`config.mk`:
```
export PLATFORM = sky130hd
export DESIGN_NAME = gf3_inverter
export DESIGN_NICKNAME = d
export VERILOG_FILES = /design/src/rtl/gf3_inverter.sv
export SDC_FILE = /design/constraint.sdc
export NUM_CORES = 2
export LEC_CHECK = 0
export BUFFER_PORTS_ARGS = -buffer_cell sky130_fd_sc_hd__buf_4
export CAP_MARGIN = 20
export CORE_MARGIN = 2
export CORE_UTILIZATION = 43
export CTS_CLUSTER_DIAMETER = 40
export DETAILED_ROUTE_END_ITERATION = 6
export PLACE_DENSITY_LB_ADDON = 0.05
export SLEW_MARGIN = 20
export SYNTH_ARGS = -nofsm -noshare
export SYNTH_HDL_FRONTEND = slang
export SYNTH_SLANG_ARGS = --single-unit
```
`constraint.sdc`:
```
create_clock -name clk -period 14.2 [get_ports clk]
set_clock_uncertainty 0.1 [all_clocks]
set_input_delay 1.42 -clock clk [delete_from_list [all_inputs] [get_ports clk]]
set_output_delay 1.42 -clock clk [all_outputs]
set_load 0.02 [all_outputs]
```
`src/rtl/gf3_inverter.sv`:
```
module gf3_inverter #(
  parameter int M   = 97,
  parameter int TAP = 12
) (
  input  logic             clk,
  input  logic             rst_n,
  input  logic             start,
  input  logic [2*M-1:0]   operand,
  output logic [2*M-1:0]   result,
  output logic             done
);
  localparam int W     = 2 * M;
  localparam int IW    = $clog2(M);
  localparam int NSTEP = 9;

  typedef enum logic [2:0] {S_IDLE, S_SETUP, S_CUBE, S_MUL, S_FIN} st_t;
  typedef enum logic [1:0] {OP_A, OP_ZPRE, OP_ZPOST} op_t;

  st_t            state;
  logic [3:0]     step;
  logic [IW-1:0]  cnt;
  logic [IW-1:0]  idx;
  logic [W-1:0]   z, w, a_reg, acc;
  logic [W-1:0]   cz, mnext;
  logic           busy;

  function automatic logic [1:0] add3(input logic [1:0] x, input logic [1:0] y);
    logic [2:0] s;
    s = {1'b0, x} + {1'b0, y};
    return (s >= 3'd3) ? 2'(s - 3'd3) : s[1:0];
  endfunction

  function automatic logic [1:0] mul3(input logic [1:0] x, input logic [1:0] y);
    if (x == 2'd0 || y == 2'd0) return 2'd0;
    return (x == y) ? 2'd1 : 2'd2;
  endfunction

  function automatic logic [W-1:0] cube(input logic [W-1:0] v);
    logic [1:0] p [0:3*M-3];
    logic [W-1:0] r;
    for (int i = 0; i <= 3*M-3; i++) p[i] = 2'd0;
    for (int i = 0; i < M; i++) p[3*i] = v[2*i +: 2];
    for (int k = 3*M-3; k >= M; k--) begin
      p[k-M+TAP] = add3(p[k-M+TAP], mul3(2'd2, p[k]));
      p[k-M]     = add3(p[k-M], p[k]);
    end
    for (int i = 0; i < M; i++) r[2*i +: 2] = p[i];
    return r;
  endfunction

  function automatic logic [W-1:0] mac(input logic [W-1:0] ac, input logic [1:0] d,
                                       input logic [W-1:0] b);
    logic [W-1:0] r;
    logic [1:0]   top;
    top = ac[W-1 -: 2];
    r   = {ac[W-3:0], 2'b00};
    r[1:0]       = top;
    r[2*TAP +: 2] = add3(r[2*TAP +: 2], mul3(2'd2, top));
    for (int i = 0; i < M; i++) r[2*i +: 2] = add3(r[2*i +: 2], mul3(d, b[2*i +: 2]));
    return r;
  endfunction

  function automatic logic [IW-1:0] step_cubes(input logic [3:0] s);
    case (s)
      4'd0, 4'd1, 4'd7: return IW'(1);
      4'd2:             return IW'(3);
      4'd3:             return IW'(6);
      4'd4:             return IW'(12);
      4'd5:             return IW'(24);
      4'd6:             return IW'(48);
      default:          return IW'(0);
    endcase
  endfunction

  function automatic op_t step_op(input logic [3:0] s);
    case (s)
      4'd0, 4'd1, 4'd8: return OP_A;
      4'd7:             return OP_ZPOST;
      default:          return OP_ZPRE;
    endcase
  endfunction

  assign cz     = cube(z);
  assign mnext  = mac(acc, z[2*idx +: 2], w);
  assign busy   = (state != S_IDLE);
  assign done   = (state == S_FIN);
  assign result = z;

  always_ff @(posedge clk) begin
    if (!rst_n) begin
      state <= S_IDLE;
      step  <= '0;
      cnt   <= '0;
      idx   <= '0;
      z     <= '0;
      w     <= '0;
      a_reg <= '0;
      acc   <= '0;
    end else begin
      case (state)
        S_IDLE: if (start) begin
          z     <= operand;
          a_reg <= operand;
          step  <= '0;
          state <= S_SETUP;
        end
        S_SETUP: begin
          w   <= (step_op(step) == OP_A) ? a_reg : z;
          cnt <= step_cubes(step);
          acc <= '0;
          idx <= IW'(M - 1);
          state <= (step_cubes(step) == '0) ? S_MUL : S_CUBE;
        end
        S_CUBE: begin
          z   <= cz;
          cnt <= cnt - 1'b1;
          if (cnt == IW'(1)) begin
            if (step_op(step) == OP_ZPOST) w <= cz;
            acc   <= '0;
            idx   <= IW'(M - 1);
            state <= S_MUL;
          end
        end
        S_MUL: begin
          acc <= mnext;
          idx <= idx - 1'b1;
          if (idx == '0) begin
            z <= mnext;
            if (step == 4'(NSTEP - 1)) state <= S_FIN;
            else begin
              step  <= step + 1'b1;
              state <= S_SETUP;
            end
          end
        end
        default: state <= S_IDLE;
      endcase
    end
  end
endmodule

```
==> flow_metrics.tcl <==
set metrics [dict create \
    path_clk_slew_ns 0.05 \
    rsz0062_at_grt "false" \
    async_reset_ff_share_pct 0 \
    hold_violations 0 \
    overflow 0 \
    wl_per_cell_microns 26.0 \
    fmax_mhz 132 \
    finalNonFillerCells 9853 \
    ys_seq_area_share_pct 27.2 \
    cts_buffer_depth 3 \
    fin_crit_sh_pct 53.4 \
    fill_cells 13400 \
    cp_cell_sequence "buf_4 > mux4_2 > nand2_1 > a21oi_1 > nor3_1 > and2_4 > buf_4 > buf_4 > a2111oi_0 > a311o_1 > ha_1 > inv_1 > fa_1 > inv_1 > ha_1 > nor2b_1 > nor2b_1 > o21ai_0 > nand2_1 > a21oi_1 > a211oi_1" \
    grt_use_total_pct 35.5 \
    synth_area_per_cell_sq_um 7.61 \
    worst_slew_pin_slew_ns 1.20 \
    die_area_sq_um 140000 \
    crit_slowest_cell "dfxtp_4" \
    path_depth 21 \
    cp_num_buf_inv 5 \
    yosysUniqueCellTypes 65 \
    yosys.area.top_type_share_pct 27.2 \
    syn_nets 8599 \
    ant_nets 0 \
    start_util_pct 43.2 \
    maxSlewViolCount 0 \
    ctsHoldBuffers 0 \
    p_leak_nw 28.7 \
    dr.pass1.iters 6 \
    vias 59600 \
    vdd_drop_max_mv 0.347 \
    cp_top_family "buffers and inverters" \
    rr_worst_depth 21 \
    synth-seq-cells 803 \
    ctsHtreeMaxLevel 4 \
    drive_gt1_share_pct 10.9 \
    min_delay_path_depth 2 \
    dp_hpwl_microns 170000 \
    cts-root-buf "clkbuf_16" \
    cap_viol_max_count 0 \
    synth_ff_type "dfxtp_1" \
    syn2layout_area_growth_pct 17.0 \
    routed_wl_microns 256000 \
    synth_enable_flop_cells 0 \
    die_w_microns 375 \
    layout.nets 8745 \
    core_sq_um 137000 \
    drt_first_iter_violations 5297 \
    crit_type "reg -> reg" \
    drc_errors 0 \
    yosysTopAreaCell "dfxtp_1" \
    multiInputGateArea_sq_um 39000 \
    yosysMostFrequentCell "nand2_1" \
    total_power_w 0.0186 \
    outcome "finished, final reports clean" \
    relSlewSlack_pct 19.4 \
    cts_num_sinks 803 \
    cts_made_buffers 169 \
    arrival_ns 8.11 \
    period_needed_ns 7.58 \
    yosys-top-cells-count "1463 x nand2_1, 864 x a21oi_1, 803 x dfxtp_1" \
    port_buffers 391 \
    grt_pass1_wl_microns 375000 \
    grt_pass1_vias 56200 \
    max_stage_delay_ns 0.72 \
    vias_per_cell 6.05 \
    post_cts_resized 0 \
    p_per_area_nw_per_um2 268 \
    grt_max_degree 203 \
    setup_viol 0 \
    clock_latency_ns 0.81 \
    hold_path_class "reg -> reg" \
    post_synth_inst_count 7774 \
    synth.cell_area_sq_um 59100 \
    critPathLaunchType "flip-flop" \
    cts_tree "built" \
    path_common_cell "buf_4" \
    fin_tns_setup_ns 0 \
    place_inst 9543 \
    cp-end-kind "flip-flop" \
    ff_latch_area_sq_um 16100 \
    required_ns 14.73 \
    antenna_found_initial 8 \
    fp.dieH_microns 375 \
    crit_fanout 62 \
    yosys_warnings 0 \
    gp_congestion 0.909 \
    synth.area.top_cells "dfxtp_1 27%, nand2_1 9.3%, ha_1 8.9%" \
    final_util_pct 50.5 \
    hold_ws_ns 0.352 \
    io_pins 392 \
    row_count 136 \
    post_cts_buffers 0 \
    rrSetupSlack_ns 6.62 \
]
per-layer routing:
layer	track usage (%)	up-vias	part of all wire, %
met2	55.3	2515	44
li1	-	27500	-
met5	0	-	0.031
met3	7.05	567	8.4
met1	46.0	29000	42
met4	19.7	12	5.9
cells in the final DEF, fill, tap and decap left out, types with 99 or more instances in the layout:
master and instances:
nor4_1 99, dfxtp_1 801, clkbuf_16 174, xnor2_1 102
a211oi_1 220, buf_4 504, fa_1 206, a21oi_1 862
nor2b_1 400, or3_1 130, ha_1 422, inv_1 526
nand2_1 1459, nand3b_1 127, o21ai_0 473, nor2_1 391
nor3_1 127, nand3_1 109
layout make-up:
cell class | instances | share of cell area [%]
Timing Repair Buffer | 512 | 5.69
Inverter | 528 | 2.87
Multi-Input combinational cell | 5906 | 56.4
Clock buffer | 208 | 6.75
Tap cell | 1794 | 3.24
Sequential cell | 803 | 23.2
Antenna cell | 5 | 0.0181
Clock inverter | 97 | 1.80
where the power goes:
group          switching, W  internal, W
Sequential         0.000813      0.00272
Combinational       0.00730      0.00357
Clock               0.00140      0.00276
stage by stage:
stage / instance area (sq um) / setup WS, ns
after global routing: 69200 / 6.29
final: 69200 / 6.62
after CTS: 69200 / 6.70
after detailed placement: 63300 / 6.70
after global placement: 63300 / 6.86
after floorplan: 59100 / 8.70
logic make-up (layout without fill, tap and decap cells):
logic type               count (synthesis)  after routing  share of synthesized area, %
AND/OR/NAND/NOR                       3028           3028                          24.2
adder cells (fa/ha/maj)                628            628                          15.9
buffers and inverters                 1065           1345                          7.02
multiplexers                           142            142                          3.34
AO/OA/AOI/OAI                         2006           2006                          20.9
other                                    0              5                             0
flip-flops                             803            803                          27.2
XOR/XNOR                               102            102                          1.51
worst reg2reg max path, stage by stage (launching register included):
cell and delay [ns]:
dfxtp_4 0.72, buf_4 0.72, mux4_2 0.62, nand2_1 0.09, a21oi_1 0.13, nor3_1 0.62, and2_4 0.66, buf_4 0.62
buf_4 0.76, a2111oi_0 0.24, a311o_1 0.39, ha_1 0.18, inv_1 0.06, fa_1 0.45, inv_1 0.08, ha_1 0.14
nor2b_1 0.07, nor2b_1 0.13, o21ai_0 0.33, nand2_1 0.09, a21oi_1 0.14, a211oi_1 0.09
path summary, 6_finish.rpt:
path	from	end
max reg2reg	idx[0]	result[37]
min reg2reg	a_reg[2]	a_reg[2]
min	a_reg[2]	a_reg[2]
max	idx[0]	result[37]
No activity file was read; power rests on OpenSTA's default activity.
